--- src/rtl/region_guard_pkg.sv ---
package region_guard_pkg;

  localparam int ADDR_W      = 32;
  localparam int GRAN_BITS   = 5;
  localparam int PID_W       = 8;
  localparam int PERM_W      = 32;
  localparam int MASTER_W    = 3;
  localparam int LOW_FIELD_W = 6;
  localparam int HIGH_BASE   = 24;
  localparam int CORE_ID     = 0;
  localparam int DEBUG_ID    = 1;
  localparam int PAGE_W      = ADDR_W - GRAN_BITS;

  typedef enum logic [1:0] {
    KIND_READ  = 2'd0,
    KIND_WRITE = 2'd1,
    KIND_FETCH = 2'd2,
    KIND_RSVD  = 2'd3
  } acc_kind_e;

  typedef enum logic [1:0] {
    SEL_START = 2'd0,
    SEL_END   = 2'd1,
    SEL_PERM  = 2'd2,
    SEL_ATTR  = 2'd3
  } cfg_sel_e;

  typedef struct packed {
    logic              valid;
    logic [PID_W-1:0]  pid;
    logic [PID_W-1:0]  pid_mask;
    logic [PERM_W-1:0] perm;
    logic [PAGE_W-1:0] lo;
    logic [PAGE_W-1:0] hi;
  } region_t;

  // Every right for every master, identifier checks off.
  function automatic logic [PERM_W-1:0] open_perm();
    logic [PERM_W-1:0] p;
    p = '0;
    for (int m = 0; m < 4; m++) p[m*LOW_FIELD_W +: 5] = 5'h1F;
    p[PERM_W-1:HIGH_BASE] = '1;
    return p;
  endfunction

  // Bits of the debugger's field (rights plus identifier enable).
  function automatic logic [PERM_W-1:0] debug_field();
    logic [PERM_W-1:0] p;
    p = '0;
    p[DEBUG_ID*LOW_FIELD_W +: LOW_FIELD_W] = '1;
    return p;
  endfunction

  // Decide whether a permission word lets this master perform this kind.
  function automatic logic rights_allow(input logic [PERM_W-1:0] perm,
                                        input logic [MASTER_W-1:0] master,
                                        input logic sup,
                                        input logic [1:0] kind);
    logic [4:0] fld;
    logic [1:0] hb;
    logic [2:0] rwx;
    int off;
    fld = '0;
    hb  = '0;
    rwx = '0;
    off = 0;
    if (!master[2]) begin
      off = int'(master[1:0]) * LOW_FIELD_W;
      fld = perm[off +: 5];
      if (!sup) begin
        rwx = fld[2:0];
      end else begin
        case (fld[4:3])
          2'd0:    rwx = 3'b111;
          2'd1:    rwx = 3'b101;
          2'd2:    rwx = 3'b110;
          default: rwx = fld[2:0];
        endcase
      end
    end else begin
      off = HIGH_BASE + int'(master[1:0]) * 2;
      hb  = perm[off +: 2];
      rwx = {hb[1], hb[0], hb[1]};
    end
    case (kind)
      KIND_READ:  return rwx[2];
      KIND_WRITE: return rwx[1];
      KIND_FETCH: return rwx[0];
      default:    return 1'b0;
    endcase
  endfunction

endpackage

--- src/rtl/region_guard_table.sv ---
module region_guard_table
  import region_guard_pkg::*;
#(
  parameter int NUM_REGIONS = 8,
  localparam int RIDX_W = $clog2(NUM_REGIONS)
) (
  input  logic                clk,
  input  logic                rst,
  input  logic                cfg_we,
  input  logic [MASTER_W-1:0] cfg_master,
  input  logic [RIDX_W-1:0]   cfg_region,
  input  logic [1:0]          cfg_sel,
  input  logic [PERM_W-1:0]   cfg_wdata,
  output region_t             regions_o [NUM_REGIONS]
);

  localparam logic [PERM_W-1:0] DBG_MASK  = debug_field();
  localparam logic [PERM_W-1:0] OPEN_PERM = open_perm();

  region_t regions_q [NUM_REGIONS];

  logic in_range;
  logic core_lock;
  logic unused_bits;

  assign in_range    = int'(cfg_region) < NUM_REGIONS;
  assign core_lock   = (cfg_master == MASTER_W'(CORE_ID)) && (cfg_region == '0);
  assign unused_bits = ^{cfg_wdata[GRAN_BITS-1:0], cfg_wdata[7:1], cfg_wdata[31:24]};

  always_ff @(posedge clk) begin
    if (rst) begin
      for (int i = 0; i < NUM_REGIONS; i++) regions_q[i] <= '0;
      regions_q[0].valid <= 1'b1;
      regions_q[0].hi    <= '1;
      regions_q[0].perm  <= OPEN_PERM;
    end else if (cfg_we && in_range) begin
      case (cfg_sel)
        SEL_START: if (!core_lock) regions_q[cfg_region].lo <= cfg_wdata[ADDR_W-1:GRAN_BITS];
        SEL_END:   if (!core_lock) regions_q[cfg_region].hi <= cfg_wdata[ADDR_W-1:GRAN_BITS];
        SEL_PERM: begin
          if (core_lock)
            regions_q[cfg_region].perm <= (cfg_wdata & ~DBG_MASK) |
                                          (regions_q[cfg_region].perm & DBG_MASK);
          else
            regions_q[cfg_region].perm <= cfg_wdata;
        end
        default: begin
          regions_q[cfg_region].valid    <= cfg_wdata[0];
          regions_q[cfg_region].pid      <= cfg_wdata[15:8];
          regions_q[cfg_region].pid_mask <= cfg_wdata[23:16];
        end
      endcase
    end
  end

  assign regions_o = regions_q;

  // core writes cannot move region 0 bounds.
  a_r10_bounds_locked: assert property (@(posedge clk) disable iff (rst)
    (cfg_we && cfg_master == MASTER_W'(CORE_ID) && cfg_region == '0 &&
     (cfg_sel == SEL_START || cfg_sel == SEL_END))
    |=> ($stable(regions_q[0].lo) && $stable(regions_q[0].hi)));

  // core writes cannot change the debugger's field in region 0.
  a_r10_debug_field_kept: assert property (@(posedge clk) disable iff (rst)
    (cfg_we && cfg_master == MASTER_W'(CORE_ID) && cfg_region == '0 && cfg_sel == SEL_PERM)
    |=> $stable(regions_q[0].perm[11:6]));

endmodule

--- src/rtl/region_guard_match.sv ---
module region_guard_match
  import region_guard_pkg::*;
(
  input  region_t             rgn,
  input  logic [ADDR_W-1:0]   acc_addr,
  input  logic [MASTER_W-1:0] acc_master,
  input  logic                acc_super,
  input  logic [1:0]          acc_kind,
  input  logic [PID_W-1:0]    acc_pid,
  output logic                hit,
  output logic                permit
);

  logic [PAGE_W-1:0] page;
  logic              addr_ok;
  logic              pid_en;
  logic              pid_ok;
  logic              unused_low;
  int                pid_bit;

  assign page       = acc_addr[ADDR_W-1:GRAN_BITS];
  assign unused_low = ^acc_addr[GRAN_BITS-1:0];
  assign addr_ok    = (page >= rgn.lo) && (page <= rgn.hi);

  always_comb begin
    pid_bit = int'(acc_master[1:0]) * LOW_FIELD_W + 5;
    pid_en  = !acc_master[2] && rgn.perm[pid_bit];
    pid_ok  = !pid_en || (((acc_pid ^ rgn.pid) & ~rgn.pid_mask) == '0);
  end

  assign hit    = rgn.valid && addr_ok && pid_ok;
  assign permit = hit && rights_allow(rgn.perm, acc_master, acc_super, acc_kind);

endmodule

--- src/rtl/region_guard.sv ---
module region_guard
  import region_guard_pkg::*;
#(
  parameter int NUM_REGIONS = 8,
  localparam int RIDX_W = $clog2(NUM_REGIONS)
) (
  input  logic                   clk,
  input  logic                   rst,
  input  logic                   prot_enable,
  input  logic                   cfg_we,
  input  logic [2:0]             cfg_master,
  input  logic [RIDX_W-1:0]      cfg_region,
  input  logic [1:0]             cfg_sel,
  input  logic [31:0]            cfg_wdata,
  input  logic                   acc_valid,
  input  logic [31:0]            acc_addr,
  input  logic [2:0]             acc_master,
  input  logic                   acc_super,
  input  logic [1:0]             acc_kind,
  input  logic [7:0]             acc_pid,
  output logic                   res_valid,
  output logic                   res_grant,
  output logic [NUM_REGIONS-1:0] res_hit,
  output logic [1:0]             region_count_code
);

  localparam logic [1:0] COUNT_CODE = (NUM_REGIONS <= 8)  ? 2'd0 :
                                      (NUM_REGIONS <= 12) ? 2'd1 : 2'd2;

  region_t                rgn [NUM_REGIONS];
  logic [NUM_REGIONS-1:0] hit_c;
  logic [NUM_REGIONS-1:0] permit_c;
  logic                   grant_c;

  region_guard_table #(.NUM_REGIONS(NUM_REGIONS)) u_table (
    .clk        (clk),
    .rst        (rst),
    .cfg_we     (cfg_we),
    .cfg_master (cfg_master),
    .cfg_region (cfg_region),
    .cfg_sel    (cfg_sel),
    .cfg_wdata  (cfg_wdata),
    .regions_o  (rgn)
  );

  for (genvar g = 0; g < NUM_REGIONS; g++) begin : g_match
    region_guard_match u_match (
      .rgn        (rgn[g]),
      .acc_addr   (acc_addr),
      .acc_master (acc_master),
      .acc_super  (acc_super),
      .acc_kind   (acc_kind),
      .acc_pid    (acc_pid),
      .hit        (hit_c[g]),
      .permit     (permit_c[g])
    );
  end

  assign grant_c = !prot_enable || (|permit_c);

  always_ff @(posedge clk) begin
    if (rst) begin
      res_valid <= 1'b0;
      res_grant <= 1'b0;
      res_hit   <= '0;
    end else begin
      res_valid <= acc_valid;
      res_grant <= acc_valid && grant_c;
      res_hit   <= acc_valid ? hit_c : '0;
    end
  end

  assign region_count_code = COUNT_CODE;

  // a request produces a result one cycle later.
  a_r1_result_follows: assert property (@(posedge clk) disable iff (rst)
    acc_valid |=> res_valid);

  // no request means quiet outputs in the next cycle.
  a_r1_idle_quiet: assert property (@(posedge clk) disable iff (rst)
    !acc_valid |=> (!res_valid && !res_grant && res_hit == '0));

  // protection off grants everything.
  a_r8_bypass: assert property (@(posedge clk) disable iff (rst)
    (acc_valid && !prot_enable) |=> res_grant);

  // with protection on, a grant needs at least one hitting region.
  a_r7_grant_needs_hit: assert property (@(posedge clk) disable iff (rst)
    (acc_valid && prot_enable) |=> (!res_grant || res_hit != '0));

endmodule

--- config.mk ---
export PLATFORM = sky130hd
export DESIGN_NAME = region_guard
export DESIGN_NICKNAME = d
export VERILOG_FILES = /design/src/rtl/region_guard_pkg.sv /design/src/rtl/region_guard_table.sv /design/src/rtl/region_guard_match.sv /design/src/rtl/region_guard.sv
export SDC_FILE = /design/constraint.sdc
export NUM_CORES = 2
export LEC_CHECK = 0
export ABC_CLOCK_PERIOD_IN_PS = 8360
export BUFFER_PORTS_ARGS = -buffer_cell sky130_fd_sc_hd__buf_4
export CAP_MARGIN = 20
export CORE_ASPECT_RATIO = 1.25
export CORE_UTILIZATION = 45
export CTS_CLUSTER_SIZE = 40
export DETAILED_ROUTE_END_ITERATION = 16
export GPL_TIMING_DRIVEN = 0
export SYNTH_ARGS = -nofsm -noshare
export SYNTH_HDL_FRONTEND = slang
export SYNTH_SLANG_ARGS = --single-unit
--- constraint.sdc ---
create_clock -name clk -period 8.36 [get_ports clk]
set_clock_uncertainty 0.2 [all_clocks]
set_input_delay 1.254 -clock clk [delete_from_list [all_inputs] [get_ports clk]]
set_output_delay 1.254 -clock clk [all_outputs]
set_load 0.03 [all_outputs]
==> impl_summary.md <==
Floorplan
The width of the die is 283 um. The area of the core is 97,700 um2. The floorplan has 128 rows.

The starting density of the core is 45.5%. The die covers between 100,000 and 150,000 um2. In this run the vertical extent of the chip is ~350 um.

between 100 and 150 I/O pins were placed.

Clock network
The post-CTS repair timing setup buffer count is 0. The clock reaches the later pin of the worst-skew pair after approximately 0.7 ns. The total CTS buffers is 89. The number of sinks driven by the clock tree is 834.

The clock tree buffer depth is 3. The hold buffer count at CTS is 0. TritonCTS built the clock tree.

The root buffer cell is sky130_fd_sc_hd__clkbuf_16. The post-CTS clock slew at the launch and capture registers of the worst setup and hold paths is approximately 0.06 ns. CTS built an H-tree with a depth of 3. Gates resized during post-CTS repair numbered 0.

Synth
The register bit total from synthesis is about 830. The dominant synthesized flop cell is sky130_fd_sc_hd__dfxtp_1. Of all cell types, the one taking the most synthesized area is sky130_fd_sc_hd__dfxtp_1. Counting distinct cell types in the post-synthesis netlist gives 69. Counting instances in the post-synthesis netlist gives the leading cell types as sky130_fd_sc_hd__nand2_1, sky130_fd_sc_hd__a21oi_1, sky130_fd_sc_hd__dfxtp_1.

The async set-reset flop share out of synthesis is 0%. The Yosys step of the flow raised 0 warnings. For this run, the register share of the synthesized area comes to 37.5%.

The most repeated cell in the gate-level netlist after synthesis is sky130_fd_sc_hd__nand2_1. The synthesized instance count is 5,779. After synthesis, the cell types taking the most area are sky130_fd_sc_hd__dfxtp_1, sky130_fd_sc_hd__nand2_1, sky130_fd_sc_hd__ha_1, sky130_fd_sc_hd__a21oi_1, sky130_fd_sc_hd__mux4_2. The summed instance area of the synthesized netlist is around 44,000 um2.

The average cell area after synthesis is 7.70 um2. The number of flops mapped to enable cells by yosys is 0. After synthesis, the largest area contributor takes up between 30% and 40% of total cell area.

Worst setup path
By startpoint and endpoint, the worst setup path is classified as primary input to register. The setup check on the worst reg-to-reg path leaves a slack of 4.69 ns. STA puts the critical path data required time at approximately 8.6 ns. The depth of the worst register-to-register path is 10.

The peak fanout along the critical path is 10. The nature of the critical path startpoint is a primary input. The arrival time of the worst setup path is approximately 7 ns. The worst reg2reg path endpoint is res_grant. The kind of capture point of the worst setup path is a register.

Drt
The detail route stage leaves a number of antenna-violating nets equal to 0. The wire length reported by the detailed router is 184,000 um. The final route contains 43,100 vias. The first TritonRoute pass finished after 7 iterations. The count of unresolved DRC violations after routing is 0. Dividing the detail-routed wire length by the instance count gives 25.0 um. In this run, the number of DRC markers left after iteration 0 of detailed routing was 4,721. The vias per cell is 5.85.

Timing
The worst path in the final design needs a cycle of 6.71 ns, including I/O delays and setup. The count of final hold-check violations is 0. For the pin with the worst max-slew slack, the measured transition is 1.33 ns. The number of pins with negative max-slew slack in the final report is 0. In this run the tightest slew margin relative to its limit is 11.3%. After routing, the total negative slack on setup checks comes to 0 ns.

The setup violation total in the final timing report is 0. Setup repair after global routing left no endpoint under its margin. The final worst setup slack is 1.65 ns.

The highest achievable clock rate is 149 MHz. Dividing the final minimum period by the clock period gives approximately four fifths.

Place
In this run the cell area measured after placement is 47,200 um2. The wire-length estimate of the detail-placed layout is 129,000 um. The number of buffer cells added on primary ports is 68. The worst setup slack before clock tree synthesis is 1.17 ns. The global placement routability congestion is 0.979.

Power and ir drop
IR analysis of the VDD net gives a maximum drop of 0.156 mV. The static leakage is 17.2 nW. Power comes to 9.23 mW. Dividing total power by cell area gives a power density of 183 nW/um2.

Layout
Cells with a size suffix above 1 make up 6.61% of the layout. The core utilization of the finished layout is 51.5%. In the final design database the tool counted 6,509 nets.

The total of fill cells in the finished design is 9,725. The area of all placed cells without fillers is 50,300 um2. The area added between synthesis and finish is 13.0%.

Global route
The first global-routing pass estimated approximately 260,000 um of wire. The maximum number of pins on one net before global-route repair is 17. The total global-route track usage is a little over a third. The total grt overflow is 0. The number of global-route vias before repair is 39,400. The initial antenna violation count is 5.

Status
The run finished with clean final reports.

Hold path
The cell depth of the worst min-delay path is 2. The path class of the lowest-slack min-delay path is register to register.

Job
The max-cap check violation count is 0.
-- how the worst max path moves through the flow --
stage / startpoint / end / depth (start not counted)
final: acc_master[1] / res_grant / 15
after global routing: acc_master[1] / res_grant / 15
after CTS: acc_master[1] / res_grant / 15
after detailed placement: acc_master[1] / res_grant / 15
after global placement: acc_master[1] / res_grant / 13
after floorplan: acc_master[0] / res_grant / 14
-- worst max-delay path, cell delays in order --
cell and delay [ns]:
sky130_fd_sc_hd__buf_4 0.13, sky130_fd_sc_hd__buf_2 0.37, sky130_fd_sc_hd__buf_1 0.88, sky130_fd_sc_hd__clkbuf_1 0.79
sky130_fd_sc_hd__inv_1 0.10, sky130_fd_sc_hd__ha_1 0.41, sky130_fd_sc_hd__clkbuf_1 0.43, sky130_fd_sc_hd__clkbuf_1 0.49
sky130_fd_sc_hd__a21oi_1 0.26, sky130_fd_sc_hd__a21oi_1 0.08, sky130_fd_sc_hd__o21ai_0 0.57, sky130_fd_sc_hd__nor4_1 0.18
sky130_fd_sc_hd__buf_2 0.23, sky130_fd_sc_hd__a2111oi_1 0.44, sky130_fd_sc_hd__a31oi_1 0.30
-- kinds of logic after synthesis --
family / share of synthesized area (%)
AOI/OAI and AO/OA: 17.8
xor gates and xnor gates: 1.26
adders and majority gates: 12.2
buffers and inverters: 7.15
DFF: 37.5
muxes: 4.65
other: 0.00843
and+or+nand+nor: 19.3
-- power breakdown --
part | switching, mW | leakage (nW) | internal (mW)
Combinational | 0.760 | 8.99 | 0.292
Sequential | 0.0185 | 6.73 | 4.00
Clock | 1.82 | 1.47 | 2.33
-- layout by cell type, fill, tap and decap left out, types with 36 or more instances in the layout --
master,n
sky130_fd_sc_hd__nor2_1,119
sky130_fd_sc_hd__a21o_1,132
sky130_fd_sc_hd__o22ai_1,36
sky130_fd_sc_hd__o21ai_0,142
sky130_fd_sc_hd__buf_4,75
sky130_fd_sc_hd__clkbuf_1,332
sky130_fd_sc_hd__nand3_1,75
sky130_fd_sc_hd__ha_1,435
sky130_fd_sc_hd__dfxtp_1,834
sky130_fd_sc_hd__xnor2_1,64
sky130_fd_sc_hd__nand4_1,69
sky130_fd_sc_hd__a211oi_1,39
sky130_fd_sc_hd__nand2_1,1728
sky130_fd_sc_hd__a21oi_1,916
sky130_fd_sc_hd__inv_1,438
sky130_fd_sc_hd__mux4_2,89
sky130_fd_sc_hd__clkbuf_16,89
-- per-stage QoR --
step | std cells | hold slack, ns
after detailed placement | 7188 | 0.245
after global placement | 7148 | 0.239
after CTS | 7350 | 0.253
after floorplan | 5780 | 0.232
final | 7360 | 0.252
after global routing | 7354 | 0.267
-- layer usage --
metal  wire, um  track usage, %
met4      14200            24.5
met3      16200            5.61
met5         14               0
met1      72200            44.9
met2      81100            56.2
-- cell type report --
class                           count  area [um2]  share of cell area (%)
Antenna cell                        6        15.0                  0.0299
Clock buffer                      128        2580                    5.14
Clock inverter                     34         409                   0.814
Multi-Input combinational cell   4122       24600                    48.9
Inverter                          439        1650                    3.28
Buffer                            385        1540                    3.06
Tap cell                         1300        1630                    3.23
Sequential cell                   834       16700                    33.2
Timing Repair Buffer              112        1150                    2.29
Note: power is estimated with default switching activity, not from simulation.
